[config.mk]
export PLATFORM = sky130hd
export DESIGN_NAME = gpio_banked_ctrl
export DESIGN_NICKNAME = d
export VERILOG_FILES = /design/src/rtl/gpio_bank_pkg.sv /design/src/rtl/gpio_pin_sync.sv /design/src/rtl/gpio_addr_decode.sv /design/src/rtl/gpio_bank.sv /design/src/rtl/gpio_banked_ctrl.sv
export SDC_FILE = /design/constraint.sdc
export NUM_CORES = 1
export LEC_CHECK = 0
export ABC_AREA = 1
export CORE_MARGIN = 8
export CORE_UTILIZATION = 55
export CTS_BUF_LIST = sky130_fd_sc_hd__clkbuf_4 sky130_fd_sc_hd__clkbuf_8 sky130_fd_sc_hd__clkbuf_16
export CTS_CLUSTER_DIAMETER = 40
export DETAILED_ROUTE_END_ITERATION = 10
export DONT_BUFFER_PORTS = 1
export PLACE_DENSITY = 0.7
export REMOVE_ABC_BUFFERS = 1
export SYNTH_ARGS = -nofsm -noshare
export SYNTH_HDL_FRONTEND = slang
export SYNTH_SLANG_ARGS = --single-unit
[constraint.sdc]
create_clock -name clk -period 1.4 [get_ports clk]
set_clock_uncertainty 0.2 [all_clocks]
set_input_delay 0.14 -clock clk [delete_from_list [all_inputs] [get_ports clk]]
set_output_delay 0.14 -clock clk [all_outputs]
set_load 0.01 [all_outputs]
[src/rtl/gpio_bank_pkg.sv]
package gpio_bank_pkg;
    localparam int BANK_W     = 32;
    localparam int KIND_COUNT = 7;

    typedef enum logic [2:0] {
        K_LEVEL = 3'd0,
        K_DIR   = 3'd1,
        K_SET   = 3'd2,
        K_CLR   = 3'd3,
        K_RISE  = 3'd4,
        K_FALL  = 3'd5,
        K_STAT  = 3'd6
    } reg_kind_e;

    typedef enum logic {
        BUS_IDLE = 1'b0,
        BUS_RESP = 1'b1
    } bus_state_e;
endpackage

[src/rtl/gpio_pin_sync.sv]
module gpio_pin_sync #(
    parameter int W = 64
) (
    input  logic         clk,
    input  logic         rst_n,
    input  logic [W-1:0] d,
    output logic [W-1:0] q
);
    logic [W-1:0] meta_q;
    logic [W-1:0] sync_q;

    always_ff @(posedge clk or negedge rst_n) begin
        if (!rst_n) begin
            meta_q <= '0;
            sync_q <= '0;
        end else begin
            meta_q <= d;
            sync_q <= meta_q;
        end
    end

    assign q = sync_q;
endmodule

[src/rtl/gpio_addr_decode.sv]
module gpio_addr_decode
    import gpio_bank_pkg::*;
#(
    parameter int ADDR_W = 8,
    parameter int BANKS  = 2,
    localparam int BIDX_W = (BANKS > 1) ? $clog2(BANKS) : 1
) (
    input  logic [ADDR_W-1:0] addr,
    output logic              hit,
    output reg_kind_e         kind,
    output logic [BIDX_W-1:0] bank
);
    logic [ADDR_W-3:0] widx;
    assign widx = addr[ADDR_W-1:2];

    always_comb begin
        hit  = 1'b0;
        kind = K_LEVEL;
        bank = '0;
        for (int k = 0; k < KIND_COUNT; k++) begin
            if ((widx >= k * BANKS) && (widx < (k + 1) * BANKS)) begin
                hit  = (addr[1:0] == 2'b00);
                kind = reg_kind_e'(3'(k));
                bank = BIDX_W'(widx - k * BANKS);
            end
        end
    end
endmodule

[src/rtl/gpio_bank.sv]
module gpio_bank
    import gpio_bank_pkg::*;
(
    input  logic              clk,
    input  logic              rst_n,
    input  logic              sel,
    input  logic              we,
    input  reg_kind_e         kind,
    input  logic [BANK_W-1:0] wdata,
    input  logic [BANK_W-1:0] level,
    output logic [BANK_W-1:0] out_o,
    output logic [BANK_W-1:0] dir_o,
    output logic [BANK_W-1:0] rise_o,
    output logic [BANK_W-1:0] fall_o,
    output logic [BANK_W-1:0] stat_o,
    output logic [BANK_W-1:0] det_o
);
    logic [BANK_W-1:0] out_q, dir_q, rise_q, fall_q, stat_q, prev_q;
    logic [BANK_W-1:0] set_w, clr_w, ack_w, det;
    logic              wr, dir_wr, rise_wr, fall_wr;

    assign wr      = sel && we;
    assign dir_wr  = wr && (kind == K_DIR);
    assign rise_wr = wr && (kind == K_RISE);
    assign fall_wr = wr && (kind == K_FALL);
    assign set_w   = (wr && (kind == K_SET))  ? wdata : '0;
    assign clr_w   = (wr && (kind == K_CLR))  ? wdata : '0;
    assign ack_w   = (wr && (kind == K_STAT)) ? wdata : '0;

    // Edge finder: synchronised level against its previous-cycle copy.
    assign det = (level & ~prev_q & rise_q) | (~level & prev_q & fall_q);

    always_ff @(posedge clk or negedge rst_n) begin
        if (!rst_n) begin
            out_q  <= '0;
            dir_q  <= '0;
            rise_q <= '0;
            fall_q <= '0;
            stat_q <= '0;
            prev_q <= '0;
        end else begin
            prev_q <= level;
            out_q  <= (out_q | set_w) & ~clr_w;
            if (dir_wr)  dir_q  <= wdata;
            if (rise_wr) rise_q <= wdata;
            if (fall_wr) fall_q <= wdata;
            // A fresh edge outranks a same-cycle acknowledge.
            stat_q <= (stat_q & ~ack_w) | det;
        end
    end

    assign out_o  = out_q;
    assign dir_o  = dir_q;
    assign rise_o = rise_q;
    assign fall_o = fall_q;
    assign stat_o = stat_q;
    assign det_o  = det;

    a_r3_set_drives_high: assert property (@(posedge clk) disable iff (!rst_n)
        (set_w != '0) |=> (($past(set_w) & ~out_q) == '0));
    a_r4_clr_drives_low: assert property (@(posedge clk) disable iff (!rst_n)
        (clr_w != '0) |=> (($past(clr_w) & out_q) == '0));
    a_r8_status_sticky: assert property (@(posedge clk) disable iff (!rst_n)
        1'b1 |=> (($past(stat_q) & ~$past(ack_w) & ~stat_q) == '0));
    a_r9_edge_captured: assert property (@(posedge clk) disable iff (!rst_n)
        1'b1 |=> (($past(det) & ~stat_q) == '0));
    a_r2_dir_holds: assert property (@(posedge clk) disable iff (!rst_n)
        !dir_wr |=> $stable(dir_q));
endmodule

[src/rtl/gpio_banked_ctrl.sv]
module gpio_banked_ctrl
    import gpio_bank_pkg::*;
#(
    parameter int NUM_PINS = 64,
    parameter int ADDR_W   = 8
) (
    input  logic                clk,
    input  logic                rst_n,
    input  logic                bus_req,
    input  logic                bus_we,
    input  logic [ADDR_W-1:0]   bus_addr,
    input  logic [31:0]         bus_wdata,
    output logic [31:0]         bus_rdata,
    output logic                bus_rvalid,
    input  logic [NUM_PINS-1:0] pad_in,
    output logic [NUM_PINS-1:0] pad_out,
    output logic [NUM_PINS-1:0] pad_oe,
    output logic                irq
);
    localparam int BANKS  = NUM_PINS / BANK_W;
    localparam int BIDX_W = (BANKS > 1) ? $clog2(BANKS) : 1;

    logic [NUM_PINS-1:0] lvl_all, stat_all, det_all;
    logic [BANK_W-1:0]   out_w [BANKS];
    logic [BANK_W-1:0]   dir_w [BANKS];
    logic [BANK_W-1:0]   rise_w[BANKS];
    logic [BANK_W-1:0]   fall_w[BANKS];
    logic [BANK_W-1:0]   stat_w[BANKS];

    logic              acc_hit, rd_fire;
    reg_kind_e         acc_kind;
    logic [BIDX_W-1:0] acc_bank;
    logic [31:0]       rd_word, rdata_q;
    bus_state_e        state_q, state_d;

    gpio_pin_sync #(.W(NUM_PINS)) u_sync (
        .clk(clk), .rst_n(rst_n), .d(pad_in), .q(lvl_all)
    );

    gpio_addr_decode #(.ADDR_W(ADDR_W), .BANKS(BANKS)) u_dec (
        .addr(bus_addr), .hit(acc_hit), .kind(acc_kind), .bank(acc_bank)
    );

    for (genvar b = 0; b < BANKS; b++) begin : g_bank
        logic bsel;
        assign bsel = bus_req && acc_hit && (acc_bank == BIDX_W'(b));

        gpio_bank u_bank (
            .clk(clk), .rst_n(rst_n), .sel(bsel), .we(bus_we),
            .kind(acc_kind), .wdata(bus_wdata),
            .level(lvl_all[b*BANK_W +: BANK_W]),
            .out_o(out_w[b]), .dir_o(dir_w[b]),
            .rise_o(rise_w[b]), .fall_o(fall_w[b]),
            .stat_o(stat_w[b]),
            .det_o(det_all[b*BANK_W +: BANK_W])
        );

        assign pad_out[b*BANK_W +: BANK_W]  = out_w[b];
        assign pad_oe[b*BANK_W +: BANK_W]   = dir_w[b];
        assign stat_all[b*BANK_W +: BANK_W] = stat_w[b];
    end

    assign irq = |stat_all;

    always_comb begin
        rd_word = '0;
        if (acc_hit) begin
            unique case (acc_kind)
                K_LEVEL: rd_word = lvl_all[acc_bank*BANK_W +: BANK_W];
                K_DIR:   rd_word = dir_w[acc_bank];
                K_RISE:  rd_word = rise_w[acc_bank];
                K_FALL:  rd_word = fall_w[acc_bank];
                K_STAT:  rd_word = stat_w[acc_bank];
                default: rd_word = '0;
            endcase
        end
    end

    assign rd_fire = bus_req && !bus_we;

    // Host port state machine: RD_ACCEPT -> BUS_RESP, RD_DONE -> BUS_IDLE.
    always_comb begin
        unique case (state_q)
            BUS_IDLE: state_d = rd_fire ? BUS_RESP : BUS_IDLE;
            BUS_RESP: state_d = rd_fire ? BUS_RESP : BUS_IDLE;
            default:  state_d = BUS_IDLE;
        endcase
    end

    always_ff @(posedge clk or negedge rst_n) begin
        if (!rst_n) state_q <= BUS_IDLE;
        else        state_q <= state_d;
    end

    always_ff @(posedge clk or negedge rst_n) begin
        if (!rst_n)       rdata_q <= '0;
        else if (rd_fire) rdata_q <= rd_word;
    end

    assign bus_rvalid = (state_q == BUS_RESP);
    assign bus_rdata  = rdata_q;

    a_r13_read_returns: assert property (@(posedge clk) disable iff (!rst_n)
        rd_fire |=> bus_rvalid);
    a_r13_no_spurious: assert property (@(posedge clk) disable iff (!rst_n)
        !rd_fire |=> !bus_rvalid);
    a_r10_irq_from_edge: assert property (@(posedge clk) disable iff (!rst_n)
        $rose(irq) |-> $past(det_all != '0));
endmodule

# [Yosys cells after proc, flatten, opt, wreduce, memory -nomap -nowiden]
# Index checks and enable logic that the tools add are counted.
[op_classes] addsub=6 eq_ne=6 n_reduce_logical=28 n_lt_le_gt_ge=14 n_bitwise=28 shift=1 n_mux=41
[ops] cell="$mux 32" count=19
[ops] cell="$and 32x32->32" count=12
[ops] cell="$not 32->32" count=8
[ops] cell="$or 32x32->32" count=6
[ops] cell="$pmux 32 s5" count=1
[ops] cell="$reduce_or 64->1" count=1
[ops] cell="$shiftx 64x7->32" count=1
[ops] cell="$logic_and 1x1->1" count=24
[ops] cell="$lt 6x4->1 const B" count=4
[ops] cell="$ge 6x4->1 const B" count=3
[ops] cell="$mux 1" count=16
[ops] cell="$ge 6x3->1 const B" count=2
[ops] cell="$lt 6x3->1 const B" count=2
[ops] cell="$eq 3x3->1 const B" count=3
[ops] cell="$mux 3" count=3
[ops] cell="$eq 3x2->1 const B" count=2
[ops] cell="$ge 6x2->1 const B" count=1
[ops] cell="$lt 6x2->1 const B" count=1
[ops] cell="$sub 1x1->1 const B" count=6
[ops] cell="$mux 2" count=2
[ops] cell="$eq 3x1->1 const B" count=1
[ops] cell="$logic_not 3->1" count=1
[ops] cell="$ge 2x2->1 const B" count=1
[ops] cell="$logic_not 2->1" count=1
[ops] cell="other kinds (3)" count=3
[word_totals] elab_cells=140 out_inout_bits=162 input_bits=108 reg_bits=545

# [Longest topological paths before layout]
[depth] word_depth=16 depth_mapped=13 depth_no_buf=11

# [Hierarchy]
# Synthesis repeated with hierarchy kept, for this count alone.
[hier_totals] hier_cells=2938 hier_area_um2=23981.8
[by_module_without_submodules] mod="gpio_bank" cells_per_inst=915 area_each_um2=8066.5 n_inst=2 seq_area_each_um2=4804.6
[by_module_without_submodules] mod="gpio_banked_ctrl" cells_per_inst=961 area_each_um2=4563.1 n_inst=1 seq_area_each_um2=825.8
[by_module_without_submodules] mod="gpio_pin_sync" cells_per_inst=128 area_each_um2=3203.1 n_inst=1 seq_area_each_um2=3203.1
[by_module_without_submodules] mod="gpio_addr_decode" cells_per_inst=19 area_each_um2=82.6 n_inst=1 seq_area_each_um2=0.0

# [Worst setup path before layout]
# Ideal clock, no wire load.
[synth_path] path_type="input to register" from="input port bus_addr[3]" to="register g_bank[0].u_bank.stat_q[10]" arrival_ns=1.377 required_ns=1.077 path_buffers=2 cell_stages=11 path_slack_ns=-0.300 setup_time_ns=0.123 cell_sequence="buf_2 inv_2 o21a_2 nand2_2 nor2_4 nand2_4 inv_2 nand2_1 buf_2 o21ai_0 nand2_1"
[synth_via] elab_chain_len=16 elab_cells_between_ends=49 classes_between="13 x order compare; 1 x eq/ne; 21 x mux; 4 x bitwise; 10 x reduce/logical"
[synth_rtl] element="start, declared" line="gpio_banked_ctrl.sv:11" rtl="input logic [ADDR_W-1:0] bus_addr,"
[synth_rtl] element="$lt 6x2->1 (tied with other cells)" line="gpio_addr_decode.sv:21" rtl="if ((widx >= k * BANKS) && (widx < (k + 1) * BANKS)) begin"
[synth_rtl] element="$mux 1 or $logic_and 1x1->1 (tied branches)" line="gpio_addr_decode.sv:21"
[synth_rtl] element="$mux 1 (6 in a row)" line="gpio_addr_decode.sv:21"
[synth_rtl] element="$logic_and 1x1->1 or $not 1->1 (tied branches)" line="gpio_banked_ctrl.sv:46" rtl="assign bsel = bus_req && acc_hit && (acc_bank == BIDX_W'(b));"
[synth_rtl] element="$logic_and 1x1->1" line="gpio_banked_ctrl.sv:46"
[synth_rtl] element="$logic_and 1x1->1" line="gpio_bank.sv:22" rtl="assign wr = sel && we;"
[synth_rtl] element="$logic_and 1x1->1 (*)" line="gpio_bank.sv:28" rtl="assign ack_w = (wr && (kind == K_STAT)) ? wdata : '0;"
[synth_rtl] element="$mux 32 (*)" line="gpio_bank.sv:28"
[synth_rtl] element="$not 32->32 (*)" line="gpio_bank.sv:48" rtl="stat_q <= (stat_q & ~ack_w) | det;"
[synth_rtl] element="$and 32x32->32 (*)" line="gpio_bank.sv:48"
[synth_rtl] element="$or 32x32->32 (*)" line="gpio_bank.sv:48"
[synth_rtl] element="end signal, assigned" line="gpio_bank.sv:48"
[synth_rtl] element="end, declared" line="gpio_bank.sv:18" rtl="logic [BANK_W-1:0] out_q, dir_q, rise_q, fall_q, stat_q, prev_q;"
# Mark *: on every way between the ends. The rest lies on a longest branch, timed or not.
# A chain may end at the register's enable or synchronous reset.

# [Final worst setup path]
[layout_path] from="register g_bank[0].u_bank.stat_q[25]" to="output port irq"
[layout_via] elab_chain_len=1
[layout_rtl] element="$reduce_or 64->1" line="gpio_banked_ctrl.sv:63" rtl="assign irq = |stat_all;"
[layout_rtl] element="end, declared" line="gpio_banked_ctrl.sv:18" rtl="output logic irq"
# Every way passes these cells.

==> results.yml <==
cells_and_area:
  final_common_cell: "nand2_1"
  final_cell_mix: "nand2_1 (706), dfrtp_1 (537), inv_1 (345)"
  final_core_util_pct: 73.3
  area_growth_syn_to_layout_pct: 31.2
  fillers: 2843
  fin_area_um2: 30000
  num-nets-final: 3095
  drive_gt1_share_pct: 14.3
  stdcell_count: 3584
global_routing:
  grt_overflow: 0
  antenna_found_initial: 0
  grt_pass1_vias: 20200
  grt_util_all_layers_pct: 29.5
  grt_pass1_wl_um: 111000
  grt_max_degree: 546
critical_path:
  cp_data_arrival_time_ns: 1.96
  worstReg2RegStart: "g_bank[1].u_bank.dir_o[10]"
  endpoint_kind: "output pin"
  r2r_cells: 9
  cp.required_ns: 1.06
  start_kind: "register"
  r2r_end: "bus_rdata[10]"
  reg2reg_slack_ns: -0.04
  crit_fanout: 2
  crit_type: "reg -> out"
power_and_ir_drop:
  report.power.total_mw: 39.0
  ir_drop_mv: 1.03
  cellPowerDensity_nw_per_um2: 1300
  p_leak_nw: 14.4
run_status:
  violations: "negative hold slack, negative setup slack"
  status: "finished with violations"
routing:
  firstDrtPassIters: 5
  routed_wirelength_um: 72300
  drt-initial-drc-count: 1992
  routedWlPerCell_um: 20.2
  viasPerCell: 5.52
  drc: 0
  drtAntennaViolNets: 0
  num_vias: 19800
placed_design:
  routabilityCongestion: 0.867
  portBuffers: 0
  place_ws_ns: -0.485
  placed_cells: 3239
  postPlaceCellArea_um2: 24800
  place_hpwl_um: 43600
floorplan:
  coreArea_um2: 40900
  initial_core_util_pct: 55.9
  die-area_um2: 48400
  num_io_pins: 270
  rows: 74
  die_height_um: 220
  fp.dieW_um: 220
clocking:
  clkSinkCount: 545
  clock_tree.root_cell: "clkbuf_16"
  numCtsBuffers: 79
  clockBufferDepth: 3
  clk_latency_ns: 0.59
  clkTransAtPathRegs_ns: 0.06
  tritoncts: "done"
  cts_max_level: 3
sta:
  whs_ns: -0.949
  worst_slack_ns: -0.899
  worst_pin_slew_ns: 0.960
  rsz0062_at_grt: "yes"
  slew_headroom_pct: 36.0
  min_period_over_period_pct: 164
  hold_viol_final: 648
  maxSlewViolCount: 0
  setup_violations: 334
  period_needed_ns: 2.30
  fmax_ghz: 0.435
synth:
  ys_seq_area_share_pct: 59.6
  ys_ff_latch: 545
  synthesis.area_um2: 22900
  yosys_warnings: 0
  synthCells: 2660
  avgSynthCellArea_um2: 8.60
  synth_cell_types: 25
job:
  max_cap_viol_count: 0
hold_path:
  hp-class: "in -> async"
[cells in the mapped netlist, drive strengths merged]
cell type    n  area [um^2]
o21ai      257         1300
nand2      721         2740
nor3       129          646
buf         66          328
a21oi      128          641
inv        367         1380
nor2       169          664
nand3      102          510
dfrtp      545        13600
nor4         5         46.3
o21a         1         8.76
nand4       18          113
a31oi       64          400
clkbuf      56          218
o21bai      32          240
[area by class of cell]
type | instances | area [um^2] | share of cell area (%)
multi-input cells | 1626 | 7520 | 25.1
well taps | 532 | 666 | 2.22
repair buffers | 368 | 4000 | 13.3
flip-flops and latches | 545 | 13600 | 45.5
clock buffers | 91 | 2150 | 7.15
inverters | 367 | 1380 | 4.59
diodes | 1 | 2.50 | 0.00834
clock inverters | 54 | 658 | 2.19
[sequential cells by signal (all words and copies together), names as in the netlist]
name / flops
bus_rvalid: 1
bus_rdata: 32
g_bank.u_bank.stat_o: 64
u_sync.q: 64
g_bank.u_bank.dir_o: 64
g_bank.u_bank.out_o: 64
g_bank.u_bank.prev_q: 64
g_bank.u_bank.rise_o: 64
g_bank.u_bank.fall_o: 64
u_sync.meta_q: 64
[what timing repair did]
item	in CTS	in global routing
endpoints found under the hold margin	962	629
pin swaps	7	59
gates resized for setup	71	71
hold buffers	164	2
setup buffers	21	11
endpoints found under the setup margin	71	423
cloned	0	2
[where the power goes]
part | internal (mW) | total (mW) | switching [mW]
clock | 12.9 | 20.9 | 7.90
combinational | 0.727 | 1.74 | 1.02
sequential | 16.1 | 16.4 | 0.256
total | 29.8 | 39.0 | 9.18
[layer usage]
metal  share of wire [%]  global-route usage (%)  vias to the layer above  wire length, um
li1                    -                       -                     9131                -
met1                  39                    37.4                     9633            28200
met2                  48                    48.9                      849            35000
met3                 8.5                    6.54                      175             6150
met4                 4.0                    12.2                        0             2920
met5                   0                       0                        -                0
[per-stage QoR]
stage | TNS [ns] | hold slack, ns
floorplan | -397.79 | -0.356
global placement | -117.17 | -0.332
detailed placement | -138.31 | -0.334
CTS | -28.84 | -0.963
global route | -46.63 | -0.960
finish | -21.32 | -0.949
[critical path, stage by stage, from the launching register on]
cell	delay (ns)
dfrtp_1	0.38
inv_1	0.09
nand4_1	0.19
nor4_2	0.29
buf_4	0.18
nand4_1	0.10
buf_6	0.16
[cell families (layout without fill, tap and decap cells)]
group                  Yosys count  count (layout)  synth area share [%]
AND/OR/NAND/NOR               1144            1144                  20.6
flip-flops                     545             545                  59.6
buffers and inverters          489             880                  8.41
AO/OA/AOI/OAI                  482             482                  11.3
other                            0               1                     0
[how the worst max path moves through the flow]
stage | depth (start not counted) | startpoint | slack, ns | to
after floorplan | 10 | bus_addr[2] | -2.40 | bus_rdata[0]
after global placement | 8 | bus_addr[6] | -0.39 | g_bank[1].u_bank.out_o[17]
after detailed placement | 10 | bus_addr[6] | -0.49 | g_bank[0].u_bank.out_o[26]
after CTS | 6 | g_bank[0].u_bank.stat_o[24] | -0.93 | irq
after global routing | 6 | g_bank[0].u_bank.stat_o[18] | -0.98 | irq
final | 6 | g_bank[0].u_bank.stat_o[25] | -0.90 | irq
Power figures use the tool's default switching activity.
